File: src/rtl/isc_pkg.sv
package isc_pkg;

  // all-ones code of an implemented field, placed in a byte
  function automatic logic [7:0] field_ones(input int unsigned bits);
    return 8'((9'd1 << bits) - 9'd1);
  endfunction

  // true when the implemented bits of a field are all ones (masked)
  function automatic logic field_is_masked(input logic [7:0] field, input int unsigned bits);
    return (field & field_ones(bits)) == field_ones(bits);
  endfunction

  // software view of a stored field
  function automatic logic [7:0] field_readback(input logic [7:0] field, input int unsigned bits);
    if (field_is_masked(field, bits)) return 8'hff;
    return field & field_ones(bits);
  endfunction

endpackage

File: src/rtl/isc_prio_regs.sv
module isc_prio_regs #(
  parameter int NUM_SRC   = 16,
  parameter int PRIO_BITS = 3,
  parameter int ADDR_W    = 5
) (
  input  logic                              clk,
  input  logic                              rst,
  input  logic                              wr_en,
  input  logic [ADDR_W-1:0]                 addr,
  input  logic [7:0]                        wdata,
  output logic [NUM_SRC-1:0][PRIO_BITS-1:0] fields,
  output logic [7:0]                        rd_data
);
  import isc_pkg::*;

  localparam logic [7:0] CFG_VALUE = 8'(PRIO_BITS);

  // one register per source, reset to masked
  for (genvar s = 0; s < NUM_SRC; s++) begin : g_reg
    logic hit;
    assign hit = wr_en && (addr == ADDR_W'(s + 1));
    always_ff @(posedge clk) begin
      if (rst)      fields[s] <= '1;
      else if (hit) fields[s] <= wdata[PRIO_BITS-1:0];
    end
  end

  always_comb begin
    rd_data = 8'h00;
    if (addr == '0) rd_data = CFG_VALUE;
    for (int s = 0; s < NUM_SRC; s++) begin
      if (addr == ADDR_W'(s + 1)) rd_data = field_readback(8'(fields[s]), PRIO_BITS);
    end
  end

endmodule

File: src/rtl/isc_arbiter.sv
module isc_arbiter #(
  parameter int NUM_SRC   = 16,
  parameter int PRIO_BITS = 3,
  parameter int SRC_W     = 4
) (
  input  logic [NUM_SRC-1:0]                lines,
  input  logic [NUM_SRC-1:0][PRIO_BITS-1:0] fields,
  output logic [NUM_SRC-1:0]                eligible,
  output logic                              sel_valid,
  output logic [SRC_W-1:0]                  sel_idx,
  output logic [PRIO_BITS-1:0]              sel_prio
);
  import isc_pkg::*;

  for (genvar s = 0; s < NUM_SRC; s++) begin : g_elig
    assign eligible[s] = lines[s] && !field_is_masked(8'(fields[s]), PRIO_BITS);
  end

  // strict less-than keeps the lower index on ties
  always_comb begin
    sel_valid = 1'b0;
    sel_idx   = '0;
    sel_prio  = '1;
    for (int s = 0; s < NUM_SRC; s++) begin
      if (eligible[s] && (!sel_valid || fields[s] < sel_prio)) begin
        sel_valid = 1'b1;
        sel_idx   = SRC_W'(s);
        sel_prio  = fields[s];
      end
    end
  end

endmodule

File: src/rtl/isc_out_stage.sv
module isc_out_stage #(
  parameter int PRIO_BITS = 3,
  parameter int SRC_W     = 4
) (
  input  logic                 clk,
  input  logic                 rst,
  input  logic                 sel_valid,
  input  logic [SRC_W-1:0]     sel_idx,
  input  logic [PRIO_BITS-1:0] sel_prio,
  output logic                 irq_req,
  output logic [SRC_W-1:0]     irq_src,
  output logic [7:0]           irq_prio
);
  always_ff @(posedge clk) begin
    if (rst || !sel_valid) begin
      irq_req  <= 1'b0;
      irq_src  <= '0;
      irq_prio <= 8'hff;
    end else begin
      irq_req  <= 1'b1;
      irq_src  <= sel_idx;
      irq_prio <= 8'(sel_prio);
    end
  end
endmodule

File: src/rtl/isc_top.sv
module isc_top #(
  parameter int NUM_SRC   = 16,
  parameter int PRIO_BITS = 3,
  localparam int ADDR_W   = $clog2(NUM_SRC + 1),
  localparam int SRC_W    = (NUM_SRC > 1) ? $clog2(NUM_SRC) : 1
) (
  input  logic               clk,
  input  logic               rst,
  input  logic [NUM_SRC-1:0] src_lvl,
  input  logic               bus_we,
  input  logic [ADDR_W-1:0]  bus_addr,
  input  logic [7:0]         bus_wdata,
  output logic [7:0]         bus_rdata,
  output logic               irq_req,
  output logic [SRC_W-1:0]   irq_src,
  output logic [7:0]         irq_prio
);
  logic [NUM_SRC-1:0][PRIO_BITS-1:0] fields;
  logic [NUM_SRC-1:0]                eligible;
  logic                              sel_valid;
  logic [SRC_W-1:0]                  sel_idx;
  logic [PRIO_BITS-1:0]              sel_prio;

  isc_prio_regs #(.NUM_SRC(NUM_SRC), .PRIO_BITS(PRIO_BITS), .ADDR_W(ADDR_W)) u_regs (
    .clk(clk), .rst(rst), .wr_en(bus_we), .addr(bus_addr), .wdata(bus_wdata),
    .fields(fields), .rd_data(bus_rdata)
  );

  isc_arbiter #(.NUM_SRC(NUM_SRC), .PRIO_BITS(PRIO_BITS), .SRC_W(SRC_W)) u_arb (
    .lines(src_lvl), .fields(fields), .eligible(eligible),
    .sel_valid(sel_valid), .sel_idx(sel_idx), .sel_prio(sel_prio)
  );

  isc_out_stage #(.PRIO_BITS(PRIO_BITS), .SRC_W(SRC_W)) u_out (
    .clk(clk), .rst(rst), .sel_valid(sel_valid), .sel_idx(sel_idx), .sel_prio(sel_prio),
    .irq_req(irq_req), .irq_src(irq_src), .irq_prio(irq_prio)
  );

endmodule

File: config.mk
export PLATFORM = sky130hd
export DESIGN_NAME = isc_top
export DESIGN_NICKNAME = d
export VERILOG_FILES = /design/src/rtl/isc_pkg.sv /design/src/rtl/isc_prio_regs.sv /design/src/rtl/isc_arbiter.sv /design/src/rtl/isc_out_stage.sv /design/src/rtl/isc_top.sv
export SDC_FILE = /design/constraint.sdc
export NUM_CORES = 1
export LEC_CHECK = 0
export BUFFER_PORTS_ARGS = -buffer_cell sky130_fd_sc_hd__buf_2
export CAP_MARGIN = 15
export CORE_ASPECT_RATIO = 0.6
export CORE_MARGIN = 5
export CORE_UTILIZATION = 62
export CTS_CLUSTER_DIAMETER = 150
export CTS_CLUSTER_SIZE = 10
export DETAILED_ROUTE_END_ITERATION = 10
export HOLD_SLACK_MARGIN = 0.15
export PLACE_DENSITY_LB_ADDON = 0.25
export SETUP_SLACK_MARGIN = 0.02
export SYNTH_ARGS = -nofsm -noshare
export SYNTH_HDL_FRONTEND = slang
export SYNTH_HIERARCHICAL = 1
export SYNTH_SLANG_ARGS = --single-unit
File: constraint.sdc
create_clock -name clk -period 26.8 [get_ports clk]
set_input_delay 5.36 -clock clk [delete_from_list [all_inputs] [get_ports clk]]
set_output_delay 5.36 -clock clk [all_outputs]
set_load 0.05 [all_outputs]
==> summary.txt, run 1 <==
Run status
  – Status: complete, no violations

Finish
  – Final design utilization: 71.4%
  – P&R area growth vs syn: 11.3%
  – FF/Latch Area: 0.00114 mm²
  – Fillers: approximately 750
  – Nets@finish: a little under 900
  – Number of diodes: 0
  – Share of post-route cells with drive strength above 1: between 10% and 20%
  – Final Instance Count excl. Fillers: about 1000
  – Area of the multi-input gates: about 0.0045 mm²

Detailed routing
  – Drt pass-1 iters: 7
  – Initial DRC Count: roughly 1100
  – Vias: 6746
  – Via density: ~6.9
  – DRC Markers: 0
  – Routed len/inst: roughly 20 µm
  – Detail Route Antenna Nets: 0
  – Drt total wl: 19500 µm

Timing
  – Final min period: ~26 ns
  – Max-slew headroom: ~46%
  – Endpoints failing setup: 0
  – Hold Fails Final Rpt: 0
  – Fin crit share: between 90% and 100%
  – Post-route setup slack: between 1 and 1.5 ns
  – Total negative slack: 0 ns
  – Final Max Slew Viols: 0
  – Hold WS: between 0.5 and 0.6 ns
  – Clk_skew: 0.00492 ns
  – RSZ-0062 raised after global routing: no
  – Tightest Pin Transition: 0.812 ns
  – Peak Freq: roughly 40 MHz

Floorplan
  – FP Rows: 27
  – CORE AREA: 0.00929 mm²
  – Die area: 0.0117 mm²
  – Starting density of the core: approximately 64%
  – Die Wd: between 100 and 150 µm
  – # IOs: 53
  – Die Y: 86.0 µm

Clock network
  – Skew-Pair Late Insertion Delay: 0.33 ns
  – Clk slew on worst S/H paths: approximately 0.05 ns
  – Root Driver: clkbuf_16
  – Total clock buffers created by CTS: 9
  – CTS tree: yes
  – CTS sink cnt: 57
  – Max clock buf depth: 2
  – # H-tree levels: 3

Logic synthesis
  – Syn Area/Cell: approximately 7.4 µm²
  – Synth warnings: 6
  – Mapped Area: approximately 0.0060 mm²
  – Syn nets: 858
  – Post-Synthesis Cells: slightly above 800

GRT
  – Vias in the first global route: roughly 6200
  – First-pass GRT wire length: ~31000 µm
  – GRT overflow: 0
  – Initial antenna violation count: 0
  – Largest net degree at the start of global routing: between 40 and 50
  – Global Route Usage Sum: approximately a third

Setup path
  – CP required: around 27 ns
  – CP max stage delay: around 0.55 ns
  – Worst-path fanout max: 9
  – Worst path most repeated cell: ha_1
  – Crit Path Class: input port to flip-flop
  – Crit end category: flip-flop
  – CP Launch Type: input port
  – Worst path slowest cell: or4b_4
  – WP data arrival: 25.78 ns

Placed design
  – I/O Buffers: 47
  – Dpl ws: -0.268 ns
  – Inst Count DP: 950
  – Gpl congestion: around 1
  – DP Wirelength: 14200 µm

Worst hold path
  – HP Class: flip-flop to flip-flop

Job
  – Max-cap violation count: 0

Pwr
  – Cell Pwr Density: between 40 and 50 mW/mm²
  – Lkg Pwr: roughly 3.0 nW
  – Peak supply drop: 39.9 µV
-- cells in the final DEF (no fill, tap or decap), types with 10 or more instances in the layout --
cell type and n:
nor2_1 58, nand3b_1 17, a31oi_1 13, a211o_1 21, ha_1 18, nor2b_1 17, a21oi_1 36, and2_1 12
nand2_1 100, dfxtp_1 57, buf_2 47, nand2b_1 17, nand3_1 41, nand4_1 13, o21ai_0 54, buf_4 14
o211ai_1 13, inv_1 50, mux2i_1 10
-- stage by stage --
stage	area (µm²)	power, mW
after floorplan	5970	0.152
after global routing	6640	0.286
after CTS	6420	0.268
after global placement	6150	0.166
after detailed placement	6150	0.168
final	6640	0.275
-- sequential cells by signal, summed over array words and instances, names as in the netlist --
signal,flops
u_regs/fields,48
u_out/irq_prio,4
u_out/irq_src,4
u_out/irq_req,1
-- worst paths after layout --
kind,startpoint,end,slack [ns],cells past startpoint
min reg2reg,u_regs/fields[47],u_regs/fields[47],0.56,2
max reg2reg,u_regs/fields[5],u_out/irq_src[2],6.07,105
max,src_lvl[0],u_out/irq_src[2],1.24,107
min,u_regs/fields[47],u_regs/fields[47],0.56,2
-- where the power goes --
group	total, mW	switching [mW]	internal (mW)
clock network	0.101	0.0398	0.0613
registers	0.0892	0.00252	0.0867
logic	0.0845	0.0558	0.0287
-- layer usage --
layer  global-route usage (%)  up-vias  routed length (µm)
met5                        0        -                   0
met4                     7.32        0                 299
met3                     8.32       49                2640
met2                     45.4      483                7810
met1                     49.5     3135                8710
li1                         -     3079                   -
-- layout make-up --
class	count	share of cell area, %
Clock buffer	9	3.39
Clock inverter	6	0.547
Inverter	52	2.94
Multi-Input combinational cell	661	68.4
Sequential cell	57	17.2
Tap cell	130	2.45
Timing Repair Buffer	61	5.13
-- critical path: cells and delay by family --
kind	cells	cell delay, ns
multiplexers	7	1.88
buffers and inverters	9	0.69
AND/OR/NAND/NOR	34	6.22
AO/OA/AOI/OAI	43	8.12
adder cells (fa/ha/maj)	14	3.46
-- what timing repair did --
item / in CTS / in global routing
gates resized for setup: 3 / 32
endpoints found under the setup margin: 2 / 7
hold buffers: 0 / 0
pin swaps: 0 / 5
buffers inserted: 0 / 11
(Power assumes the default switching activity.)
==> run 2: changes to the inputs <==
Settings changed: BUFFER_PORTS_ARGS -buffer_cell sky130_fd_sc_hd__buf_2 to -buffer_cell sky130_fd_sc_hd__buf_4, SLEW_MARGIN set to 25.
==> run 2 against run 1 <==
Effect of this change:
- sequential share of layout area decreased by 0.17 points
- sequential power about the same
- clock power increased by 15%
- worst hold slack improved by 0.018 ns
- cell count decreased by 0.82%
- clock-buffer cell count increased by 3
- largest cell class unchanged
==> summary.txt, run 2 (synthesis gave the netlist of run 1 again) <==
Placed design
  – DP Wirelength: 14300 µm (+1.1%)
  – Inst Count DP: 949 (-0.11%)
  – Gpl congestion: 0.978 (-0.85%)
  – I/O Buffers: 47 (unchanged)

GRT
  – Global Route Usage Sum: 32.1% (-0.47 points)
  – Largest net degree at the start of global routing: 42 (+2.4%)
  – First-pass GRT wire length: 30600 µm (-2.2%)
  – Initial antenna violation count: 0 (unchanged)
  – Vias in the first global route: 5931 (-3.9%)
  – GRT overflow: 0 (unchanged)

Pwr
  – Sw Pwr: 96.0 µW (-2.2%)
  – Switching share of power: 32.9% (-2.8 points)
  – Comb pwr share: 29.6% (-1.1 points)
  – Peak supply drop: 56.1 µV (+41%)
  – Lkg Pwr: 2.96 nW (+0.30%)
  – P_int: 196 µW (+11%)
  – Tot Pwr: 292 µW (+6.2%)
  – Clk pwr share: 39.7% (+2.9 points)
  – Cell Pwr Density: 43.5 mW/mm² (+5.2%)
  – Seq pwr share: 30.6% (-1.9 points)

Setup path
  – CP Launch Type: input port
  – CP required: 27.02 ns (about the same)
  – Critical R2R Capture: u_out/irq_src[3]
  – Worst setup path start: src_lvl[0]
  – Worst path slowest cell: or4b_4
  – Worst path most repeated cell: ha_1
  – Worst-path fanout max: 9 (unchanged)
  – CP endpoint: u_out/irq_src[3]
  – CP max stage delay: 0.55 ns (about the same)
  – Reg2reg start: u_regs/fields[2]
  – Register-to-Register Setup Slack: 5.86 ns (-0.21 ns)
  – Crit end category: flip-flop
  – WP data arrival: 25.96 ns (+0.18 ns)
  – Crit Path Class: input port to flip-flop
  – R2R depth: 103 (-1.9%)

Finish
  – Most flop-heavy register: u_regs/fields
  – Final design utilization: 72.2% (+0.73 points)
  – Share of post-route cells with drive strength above 1: 18.3% (-1.2 points)
  – Largest register FFs: 48 (unchanged)
  – Largest regs: u_regs/fields (48), u_out/irq_prio (4), u_out/irq_src (4)
  – Commonest non-fill, non-tap cell in the layout: nand2_1
  – Nets@finish: 885 (-0.78%)
  – P&R area growth vs syn: 12.4%
  – Number of diodes: 0 (unchanged)
  – Final Instance Count excl. Fillers: 968 (-0.82%)
  – Most frequent cells in the layout: 100 x nand2_1, 59 x nor2_1, 57 x dfxtp_1

Job
  – Max-cap violation count: 0 (unchanged)

Detailed routing
  – Detail Route Antenna Nets: 0 (unchanged)
  – Met2 Wirelength: 8030 µm (+2.7%)
  – Vias: 6722 (-0.36%)
  – Drt pass-1 iters: 7 (unchanged)
  – Initial DRC Count: 1026 (-6.0%)
  – Highest Signal Layer: met4
  – Drt total wl: 19500 µm (about the same)
  – Routed length on met1: 8640 µm (-0.78%)
  – DR WL met3: 2540 µm (-3.7%)
  – Via density: 6.94 (+0.47%)
  – DRC Markers: 0 (unchanged)
  – Routed len/inst: 20.1 µm (+0.87%)

Floorplan
  – # IOs: 53 (unchanged)
  – Starting density of the core: 64.2% (unchanged)
  – Die Wd: 137 µm (unchanged)
  – Die Y: 86.0 µm (unchanged)
  – Die area: 0.0117 mm² (unchanged)
  – FP Rows: 27 (unchanged)
  – CORE AREA: 0.00929 mm² (unchanged)

Clock network
  – CTS tree: yes
  – # H-tree levels: 3 (unchanged)
  – Root Driver: clkbuf_16
  – Max clock buf depth: 2 (unchanged)
  – Skew-Pair Late Insertion Delay: 0.33 ns (about the same)
  – CTS sink cnt: 57 (unchanged)
  – Clk slew on worst S/H paths: 0.05 ns (about the same)
  – Total clock buffers created by CTS: 9 (unchanged)
  – Hold Buf Count CTS: 0 (unchanged)

Timing
  – Tightest Pin Transition: 0.815 ns (+0.00312 ns)
  – Clk_skew: 0.00428 ns (-0.000638 ns)
  – Fin crit share: 96.0% (+0.68 points)
  – Final Max Slew Viols: 0 (unchanged)
  – Hold Fails Final Rpt: 0 (unchanged)
  – Max-slew headroom: 45.7% (-0.21 points)
  – Endpoints failing setup: 0 (unchanged)
  – Peak Freq: 38.9 MHz (-0.70%)
  – Final min period: 25.74 ns (+0.181 ns)

Run status
  – Status: complete, no violations

Worst hold path
  – HP Class: flip-flop to flip-flop
run 2: cell count changes in the layout (fill, tap and decap cells not counted), sizes merged:
cell,before,now
buf,61,54
clkinv,6,1
clkbuf,9,12
bufinv,0,1
run 2: area by class of cell:
class	count	area (µm²)
Clock inverter	2	37.5
Clock buffer	12	267
Multi-Input combinational cell	661	4500
Inverter	52	195
Tap cell	130	163
Fill cell	757	2580
Timing Repair Buffer	54	405
Sequential cell	57	1140
run 2: critical path: cells and delay by family:
family / cells / cell delay, ns
AO/OA/AOI/OAI: 44 / 8.20
adder cells (fa/ha/maj): 14 / 3.56
buffers and inverters: 9 / 0.71
multiplexers: 7 / 2.11
AND/OR/NAND/NOR: 30 / 5.98
run 2: power groups by stage:
| stage | clock, mW | combinational [mW] | sequential [mW] |
|---|---|---|---|
| floorplan | 0 | 0.0592 | 0.0933 |
| finish | 0.116 | 0.0865 | 0.0894 |
| detailed placement | 0 | 0.0807 | 0.0910 |
| global placement | 0 | 0.0779 | 0.0908 |
| global route | 0.121 | 0.0919 | 0.0896 |
| CTS | 0.116 | 0.0811 | 0.0893 |
run 2: timing repair:
action / 4_1_cts / 5_1_grt
setup endpoints to repair: 0 / 7
resized for setup: 0 / 25
buffers inserted: 0 / 5
endpoints found under the hold margin: 0 / 0
run 2: worst min path at each step:
stage,start,slack [ns],depth (start not counted),to
after detailed placement,u_regs/fields[47],0.56,2,u_regs/fields[47]
after global routing,u_regs/fields[36],0.61,2,u_regs/fields[36]
after floorplan,u_regs/fields[7],0.50,2,u_regs/fields[7]
after global placement,u_regs/fields[47],0.55,2,u_regs/fields[47]
after CTS,u_regs/fields[47],0.57,2,u_regs/fields[47]
final,u_regs/fields[47],0.58,2,u_regs/fields[47]
run 2: through the flow:
| step | setup WS [ns] | hold slack [ns] | setup TNS (ns) | cell area, µm² |
|---|---|---|---|---|
| 6_report | 1.06 | 0.582 | 0 | 6710 |
| 5_1_grt | -0.0988 | 0.609 | -0.196 | 6710 |
| 4_1_cts | 0.0856 | 0.567 | 0 | 6560 |
| 3_5_place_dp | -0.152 | 0.559 | -0.320 | 6260 |
| 3_3_place_gp | 0.467 | 0.549 | 0 | 6260 |
| 2_1_floorplan | 2.84 | 0.496 | 0 | 5970 |
run 2: routing by layer:
| metal | up-vias | GRT usage (%) |
|---|---|---|
| met2 | 464 | 45.1 |
| met5 | - | 0 |
| li1 | 3065 | - |
| met3 | 38 | 8.68 |
| met1 | 3155 | 48.2 |
| met4 | 0 | 7.41 |
